<file path="config.mk">
export PLATFORM = sky130hd
export DESIGN_NAME = mcu_serial_port
export DESIGN_NICKNAME = d
export VERILOG_FILES = /design/src/rtl/sp_pkg.sv /design/src/rtl/sp_baud.sv /design/src/rtl/sp_tx.sv /design/src/rtl/sp_rx.sv /design/src/rtl/mcu_serial_port.sv
export SDC_FILE = /design/constraint.sdc
export NUM_CORES = 1
export LEC_CHECK = 0
export BUFFER_PORTS_ARGS = -buffer_cell sky130_fd_sc_hd__buf_2
export CAP_MARGIN = 10
export CORE_MARGIN = 2
export CORE_UTILIZATION = 28
export CTS_CLUSTER_DIAMETER = 120
export DETAILED_ROUTE_END_ITERATION = 10
export GPL_TIMING_DRIVEN = 0
export PLACE_DENSITY_LB_ADDON = 0.25
export SLEW_MARGIN = 15
export SYNTH_ARGS = -nofsm -noshare
export SYNTH_HDL_FRONTEND = slang
export SYNTH_HIERARCHICAL = 1
export SYNTH_SLANG_ARGS = --single-unit
</file>
<file path="constraint.sdc">
create_clock -name clk -period 6.1 [get_ports clk]
set_clock_uncertainty 0.1 [all_clocks]
set_input_delay 0 -clock clk [delete_from_list [all_inputs] [get_ports clk]]
set_output_delay 0 -clock clk [all_outputs]
set_load 0.01 [all_outputs]
</file>
<file path="src/rtl/sp_pkg.sv">
package sp_pkg;

    typedef enum logic [1:0] {
        MODE_SHIFT     = 2'd0,
        MODE_ASYNC8    = 2'd1,
        MODE_ASYNC9_FX = 2'd2,
        MODE_ASYNC9_TM = 2'd3
    } sp_mode_e;

    localparam int CTL_RI  = 0;
    localparam int CTL_TI  = 1;
    localparam int CTL_RB8 = 2;
    localparam int CTL_TB8 = 3;
    localparam int CTL_REN = 4;
    localparam int PWR_DBL = 7;
    localparam int CNT_W   = 4;

    // number of bit times in one frame of the given mode
    function automatic logic [CNT_W-1:0] frame_len(input sp_mode_e m);
        case (m)
            MODE_SHIFT:  return 4'd8;
            MODE_ASYNC8: return 4'd10;
            default:     return 4'd11;
        endcase
    endfunction

endpackage

</file>
<file path="src/rtl/sp_baud.sv">
module sp_baud #(
    parameter int PRE_W = 6
) (
    input  logic             clk,
    input  logic             rst_n,
    input  logic             clr,
    input  logic             src_evt,
    input  logic [PRE_W-1:0] div,
    output logic             half_tick,
    output logic             full_tick
);
    localparam logic [PRE_W-1:0] ONE = 1;

    typedef struct packed {
        logic [PRE_W-1:0] pre;
    } baud_st_t;

    baud_st_t q, d;
    logic [PRE_W-1:0] half_pt;

    assign half_pt = (div >> 1) - ONE;

    always_comb begin
        d         = q;
        half_tick = 1'b0;
        full_tick = 1'b0;
        if (clr) begin
            d.pre = '0;
        end else if (src_evt) begin
            half_tick = (q.pre == half_pt);
            if (q.pre == div - ONE) begin
                full_tick = 1'b1;
                d.pre     = '0;
            end else begin
                d.pre = q.pre + ONE;
            end
        end
    end

    always_ff @(posedge clk or negedge rst_n) begin
        if (!rst_n) q <= '0;
        else        q <= d;
    end

    // a clear request restarts the prescaler
    a_r6_clear_restarts: assert property (@(posedge clk) disable iff (!rst_n)
        clr |=> (q.pre == '0));
    // a completed bit period wraps the count
    a_r3_tick_wraps: assert property (@(posedge clk) disable iff (!rst_n)
        full_tick |=> (q.pre == '0));

endmodule

</file>
<file path="src/rtl/sp_tx.sv">
module sp_tx
    import sp_pkg::*;
(
    input  logic     clk,
    input  logic     rst_n,
    input  logic     start,
    input  logic [7:0] data,
    input  logic     ninth,
    input  sp_mode_e mode,
    input  logic     full_tick,
    output logic     txd,
    output logic     done
);
    typedef struct packed {
        logic             busy;
        sp_mode_e         mode;
        logic [CNT_W-1:0] cnt;
        logic [10:0]      frame;
    } tx_st_t;

    tx_st_t q, d;

    always_comb begin
        d    = q;
        done = 1'b0;
        if (start) begin
            d.busy = 1'b1;
            d.cnt  = '0;
            d.mode = mode;
            case (mode)
                MODE_SHIFT:  d.frame = {3'b111, data};
                MODE_ASYNC8: d.frame = {2'b11, data, 1'b0};
                default:     d.frame = {1'b1, ninth, data, 1'b0};
            endcase
        end else if (q.busy && full_tick) begin
            if (q.cnt == frame_len(q.mode) - 4'd1) begin
                done    = 1'b1;
                d.busy  = 1'b0;
                d.frame = '1;
            end else begin
                d.cnt   = q.cnt + 4'd1;
                d.frame = {1'b1, q.frame[10:1]};
            end
        end
    end

    assign txd = q.busy ? q.frame[0] : 1'b1;

    always_ff @(posedge clk or negedge rst_n) begin
        if (!rst_n) begin
            q.busy  <= 1'b0;
            q.mode  <= MODE_SHIFT;
            q.cnt   <= '0;
            q.frame <= '1;
        end else begin
            q <= d;
        end
    end

    // a buffer write restarts the frame at bit zero
    a_r7_start_loads: assert property (@(posedge clk) disable iff (!rst_n)
        start |=> (q.busy && q.cnt == '0));
    // frame end releases the transmitter
    a_r8_done_frees: assert property (@(posedge clk) disable iff (!rst_n)
        done |=> !q.busy);

endmodule

</file>
<file path="src/rtl/sp_rx.sv">
module sp_rx
    import sp_pkg::*;
(
    input  logic       clk,
    input  logic       rst_n,
    input  sp_mode_e   mode,
    input  logic       en,
    input  logic       ri,
    input  logic       rxd,
    input  logic       half_tick,
    input  logic       full_tick,
    output logic       start,
    output logic       done,
    output logic [7:0] data,
    output logic       ninth
);
    typedef struct packed {
        logic             busy;
        sp_mode_e         mode;
        logic [CNT_W-1:0] cnt;
        logic [7:0]       data;
        logic             ninth;
        logic             rxd_q;
    } rx_st_t;

    rx_st_t q, d;
    logic [CNT_W-1:0] km1;

    assign km1 = q.cnt - 4'd1;

    always_comb begin
        d       = q;
        d.rxd_q = rxd;
        done    = 1'b0;
        if (mode == MODE_SHIFT) start = !q.busy && en && !ri;
        else                    start = !q.busy && en && q.rxd_q && !rxd;
        if (start) begin
            d.busy = 1'b1;
            d.cnt  = '0;
            d.mode = mode;
        end else if (q.busy) begin
            if (half_tick) begin
                if (q.mode == MODE_SHIFT)
                    d.data[q.cnt[2:0]] = rxd;
                else if (q.cnt >= 4'd1 && q.cnt <= 4'd8)
                    d.data[km1[2:0]] = rxd;
                else if (q.cnt == 4'd9 && q.mode[1])
                    d.ninth = rxd;
            end
            if (full_tick) begin
                if (q.cnt == frame_len(q.mode) - 4'd1) begin
                    done   = 1'b1;
                    d.busy = 1'b0;
                end else begin
                    d.cnt = q.cnt + 4'd1;
                end
            end
        end
    end

    assign data  = q.data;
    assign ninth = q.ninth;

    always_ff @(posedge clk or negedge rst_n) begin
        if (!rst_n) begin
            q.busy  <= 1'b0;
            q.mode  <= MODE_SHIFT;
            q.cnt   <= '0;
            q.data  <= '0;
            q.ninth <= 1'b0;
            q.rxd_q <= 1'b1;
        end else begin
            q <= d;
        end
    end

    // the bit index stays inside the latched frame length
    a_r9_cnt_in_frame: assert property (@(posedge clk) disable iff (!rst_n)
        q.busy |-> (q.cnt < frame_len(q.mode)));
    // an idle receiver stays idle while disabled
    a_r10_idle_when_off: assert property (@(posedge clk) disable iff (!rst_n)
        (!en && !q.busy) |=> !q.busy);

endmodule

</file>
<file path="src/rtl/mcu_serial_port.sv">
module mcu_serial_port
    import sp_pkg::*;
#(
    parameter int PRE_W = 6
) (
    input  logic       clk,
    input  logic       rst_n,
    input  logic [1:0] bus_addr,
    input  logic       bus_wr,
    input  logic [7:0] bus_wdata,
    output logic [7:0] bus_rdata,
    input  logic       t1_ovf,
    input  logic       t2_ovf,
    input  logic       t2_baud_sel,
    input  logic       ser_int_en,
    input  logic       rxd,
    output logic       txd,
    output logic       irq
);
    localparam logic [1:0]       ADDR_CTL = 2'd0;
    localparam logic [1:0]       ADDR_BUF = 2'd1;
    localparam logic [1:0]       ADDR_PWR = 2'd2;
    localparam logic [PRE_W-1:0] DIV_FIX  = 12;
    localparam logic [PRE_W-1:0] DIV_FAST = 16;
    localparam logic [PRE_W-1:0] DIV_SLOW = 32;

    typedef struct packed {
        logic [7:0] ctrl;
        logic [7:0] pwr;
        logic [7:0] rbuf;
        logic       t2sel;
    } top_st_t;

    top_st_t q, d;

    sp_mode_e         mode;
    logic             dbl, t2_rise, src_evt;
    logic [PRE_W-1:0] div;
    logic             tx_start, tx_done, tx_half, tx_full;
    logic             rx_start, rx_done, rx_half, rx_full, rx_ninth;
    logic [7:0]       rx_data;

    assign mode    = sp_mode_e'(q.ctrl[7:6]);
    assign dbl     = q.pwr[PWR_DBL];
    assign t2_rise = t2_baud_sel && !q.t2sel;
    assign tx_start = bus_wr && (bus_addr == ADDR_BUF);

    // baud source and divider by mode
    always_comb begin
        case (mode)
            MODE_SHIFT: begin
                src_evt = 1'b1;
                div     = DIV_FIX;
            end
            MODE_ASYNC9_FX: begin
                src_evt = 1'b1;
                div     = dbl ? DIV_FAST : DIV_SLOW;
            end
            default: begin
                src_evt = t2_baud_sel ? t2_ovf : t1_ovf;
                div     = (t2_baud_sel || dbl) ? DIV_FAST : DIV_SLOW;
            end
        endcase
    end

    sp_baud #(.PRE_W(PRE_W)) u_tx_baud (
        .clk(clk), .rst_n(rst_n), .clr(tx_start || t2_rise), .src_evt(src_evt),
        .div(div), .half_tick(tx_half), .full_tick(tx_full)
    );

    sp_baud #(.PRE_W(PRE_W)) u_rx_baud (
        .clk(clk), .rst_n(rst_n), .clr(rx_start || t2_rise), .src_evt(src_evt),
        .div(div), .half_tick(rx_half), .full_tick(rx_full)
    );

    sp_tx u_tx (
        .clk(clk), .rst_n(rst_n), .start(tx_start), .data(bus_wdata),
        .ninth(q.ctrl[CTL_TB8]), .mode(mode), .full_tick(tx_full),
        .txd(txd), .done(tx_done)
    );

    sp_rx u_rx (
        .clk(clk), .rst_n(rst_n), .mode(mode), .en(q.ctrl[CTL_REN]),
        .ri(q.ctrl[CTL_RI]), .rxd(rxd), .half_tick(rx_half), .full_tick(rx_full),
        .start(rx_start), .done(rx_done), .data(rx_data), .ninth(rx_ninth)
    );

    always_comb begin
        d       = q;
        d.t2sel = t2_baud_sel;
        if (bus_wr && bus_addr == ADDR_CTL) d.ctrl = bus_wdata;
        if (bus_wr && bus_addr == ADDR_PWR) d.pwr  = bus_wdata;
        // hardware flag sets take priority over a same-cycle software write
        if (tx_done) d.ctrl[CTL_TI] = 1'b1;
        if (rx_done) begin
            d.ctrl[CTL_RI] = 1'b1;
            d.rbuf         = rx_data;
            if (mode == MODE_ASYNC9_FX || mode == MODE_ASYNC9_TM)
                d.ctrl[CTL_RB8] = rx_ninth;
        end
    end

    always_comb begin
        case (bus_addr)
            ADDR_CTL: bus_rdata = q.ctrl;
            ADDR_BUF: bus_rdata = q.rbuf;
            ADDR_PWR: bus_rdata = q.pwr;
            default:  bus_rdata = 8'h00;
        endcase
    end

    assign irq = ser_int_en && (q.ctrl[CTL_TI] || q.ctrl[CTL_RI]);

    always_ff @(posedge clk or negedge rst_n) begin
        if (!rst_n) q <= '0;
        else        q <= d;
    end

    // flags are sticky unless software writes the control register
    a_r8_ti_held: assert property (@(posedge clk) disable iff (!rst_n)
        (q.ctrl[CTL_TI] && !(bus_wr && bus_addr == ADDR_CTL)) |=> q.ctrl[CTL_TI]);
    a_r8_ri_held: assert property (@(posedge clk) disable iff (!rst_n)
        (q.ctrl[CTL_RI] && !(bus_wr && bus_addr == ADDR_CTL)) |=> q.ctrl[CTL_RI]);
    // end of a transmitted frame always leaves TI set
    a_r8_ti_on_done: assert property (@(posedge clk) disable iff (!rst_n)
        tx_done |=> q.ctrl[CTL_TI]);
    // the read side of the buffer only changes when a frame completes
    a_r9_rbuf_held: assert property (@(posedge clk) disable iff (!rst_n)
        !rx_done |=> $stable(q.rbuf));

endmodule

</file>
# After elaboration in Yosys (flattened, before gate mapping)
# Cells that the tools add are included.
# classes
bitwise	3
n_lt_le_gt_ge	6
n_eq_ne	15
n_mux	69
add_sub_neg	9
reduce_logical	42
# op_table
op	count
$mux 6	8
$mux 4	9
$mux 1	35
$mux 15	2
$pmux 8 s3	1
$pmux 10 s2	1
$eq 6x6->1	3
$reduce_bool 2->1	9
$bwmux 8	2
$mux 8	2
$logic_and 1x1->1	14
$mux 13	1
$add 6x1->6 const B	2
$pmux 6 s2	1
$mux 10	1
$mux 9	1
$add 4x1->4 const B	2
$eq 2x1->1 const B	4
$eq 4x4->1	2
$logic_not 2->1	4
$lt 3x4->1 const B	2
$pmux 2 s2	2
$sub 4x1->4 const B	2
$demux 1 s3	2
other kinds (18)	32
# word_totals
ff_bits	72
output_inout_bits	10
inputBits	18
wordCells	163

# Logic depth before layout (Yosys ltp)
# depth
word_depth	18
mapped_depth	14
mapped_depth_nobuf	13

# By module
# The synthesis kept the hierarchy.
# modules_own_cells
mod	area_each_um2	instances	cells_per_inst	seq_area_each_um2
sp_baud	684.4	2	78	150.1
mcu_serial_port	1196.1	1	98	625.6
sp_rx	1123.6	1	115	426.7
sp_tx	1042.2	1	104	437.9

# Worst setup path after synthesis
# OpenSTA, ideal clock, no wires.
# synth_path
path_type	register to register
startpoint	register q (netlist bit mode[1])
endpoint	register q[1] (netlist name)
n_path_buf	1
stages_incl_launch_ff	13
t_arrival_ns	3.560
period_less_slack_ns	3.785
required_ns	5.875
setup_slack_ns	2.315
setup_ns	0.125
path_cell_list	dfrtp_1 nor2_1 inv_1 ha_1 nor3b_2 nand2_1 xnor2_2 a2111oi_4 and3b_2 nand2_1 a21oi_1 clkbuf_1 mux2_2
# synth_rtl
item	line	rtl
from (decl)	mcu_serial_port.sv:34	top_st_t q, d;
from (signal assigned)	mcu_serial_port.sv:115	if (!rst_n) q <= '0;
from (signal assigned)	mcu_serial_port.sv:116	else q <= d;

==> summary.txt <==
Outcome
  • Status: complete, no violations

STA
  • Hold Fails Final Rpt: 0
  • Final setup TNS: 0 ns
  • Part of the cycle the worst path needs: 68.0%
  • Slew Viols, Final: 0
  • Rel. slew slack: 49.3%
  • FMAX: 241 MHz
  • Tightest Pin Transition: 0.760 ns
  • RSZ-0062 raised after global routing: no
  • Tmin final: 4.15 ns
  • Setup violators final: 0

Clocking
  • CTS clk-pin slew, worst paths: 0.06 ns
  • CTS tree: yes
  • # Post-CTS Setup Buffers: 0
  • Longest Clk Path Bufs: 2
  • Resize count post-CTS: 0
  • Num CTS Buffers: 9
  • H-tree Lvls: 3
  • Num Clock Sinks: 71
  • Clk_lat worst skew: 0.33 ns
  • Hold Buf Count CTS: 12
  • Clock Tree Root: clkbuf_16

Final layout
  • Commonest cells after routing, fill and taps aside: 60 x dfrtp_1, 43 x mux2_2, 34 x nand2_1, 30 x buf_2, 29 x nor2_1
  • Final Cell Area: 5540 sq um
  • Antenna cells: 0
  • Most common cell after layout, fill and taps aside: dfrtp_1
  • Nets: 548
  • Fillers: 1696
  • Fraction of layout cells with a size suffix above 1: 28.3%
  • Area Overhead vs Synth: 19.9%

Route
  • Via-per-instance ratio: 4.83
  • ANT nets after route: 0
  • Routed vias: 3572
  • Drc violations: 0
  • Drt wl/cell: 14.4 microns
  • Routed wire length: 10700 microns
  • DRT iter0 DRCs: 220
  • Pre-antenna DRT Iters: 6

Hold path
  • Type of the most critical hold path: input port to flip-flop

Die
  • Initial core utilization: 28.9%
  • Die Span Y: 133 microns
  • I/O Pins: 28
  • Rows: 46
  • Core area: 16000 sq um
  • Die area: 17600 sq um
  • Die extent in x: 133 microns

Placement
  • GPL Wtd Cong: 0.812
  • Hpwl dp: 7520 microns
  • Dpl cell area: 5090 sq um
  • # port buffers: 27

Critical path
  • CP max FO: 18
  • Crit Path Class: flip-flop to flip-flop
  • Worst setup EP type: flip-flop
  • Worst EP required: 6.22 ns
  • Crit path launch type: flip-flop
  • Worst EP arrival: 4.26 ns

Global route
  • GRT overflow: 0
  • Largest net degree at the start of global routing: 59
  • Vias in the first global route: 3577
  • GR Util All Layers: 12.7%
  • First-pass GRT wire length: 18300 microns
  • Initial antenna violation count: 0

Synth
  • Post-Synthesis Cells: 459
  • Synthesized cell area: 4630 sq um
  • YS warnings: 6
  • Synth Area per Inst: 10.1 sq um

Run
  • Number of max-cap violations: 0

Power
  • VDD IR max: 150 uV
  • Pwr/cell area: 340 nW/um^2
  • Static Leak: 2.36 nW
==> path summary, 6_finish.rpt <==
path | start | to | slack, ns | cells after the start
min | bus_addr[1] | q[18] | 0.05 | 4
max reg2reg | mode[1] | q[1] | 1.95 | 12
min reg2reg | u_tx/q[8] | u_tx/q[8] | 0.39 | 2
max | mode[1] | q[1] | 1.95 | 12
min in group asynchronous | rst_n | u_tx/q[0] | 0.14 | 2
max in group asynchronous | rst_n | q[13] | 4.90 | 3
==> critical path: stages (launching register included) <==
cell	delay, ns
dfrtp_1	0.53
nor2_2	0.67
inv_1	0.20
ha_1	0.29
nor3b_2	0.19
nand2_1	0.14
xnor2_2	0.09
a2111oi_4	0.39
and3b_2	0.29
nand2_1	0.08
a21oi_1	0.11
clkbuf_1	0.52
mux2_2	0.41
==> final cells by class <==
class | count | area, sq um | share of cell area (%)
inverters | 15 | 56.3 | 1.02
clock inverters | 7 | 105 | 1.90
well taps | 216 | 270 | 4.87
plain buffers | 37 | 213 | 3.84
repair buffers | 40 | 285 | 5.15
clock buffers | 9 | 225 | 4.06
flip-flops and latches | 71 | 1790 | 32.3
multi-input cells | 344 | 2600 | 46.9
==> power breakdown <==
group	total, mW	switching, mW	internal (mW)
clock	0.586	0.222	0.364
combinational	0.622	0.332	0.290
sequential	0.679	0.0874	0.592
total	1.89	0.641	1.25
==> routing by layer <==
layer | global-route usage [%] | wire [microns]
met4 | 4.30 | 191
met1 | 17.6 | 5210
met3 | 2.99 | 415
met5 | 0 | 0
met2 | 19.5 | 4850
==> per-stage QoR <==
step | hold WS (ns) | total power [mW] | instances | setup WS (ns) | utilization [%]
finish | 0.0538 | 1.89 | 739 | 1.95 | 34.6
global route | 0.0492 | 2.01 | 739 | 1.60 | 34.6
CTS | 0.0399 | 1.91 | 739 | 1.52 | 34.6
detailed placement | -0.225 | 1.30 | 711 | 1.53 | 31.8
global placement | 0.0192 | 1.28 | 710 | 1.61 | 31.6
floorplan | -0.396 | 1.15 | 467 | 2.38 | -
Power figures use the tool's default switching activity.
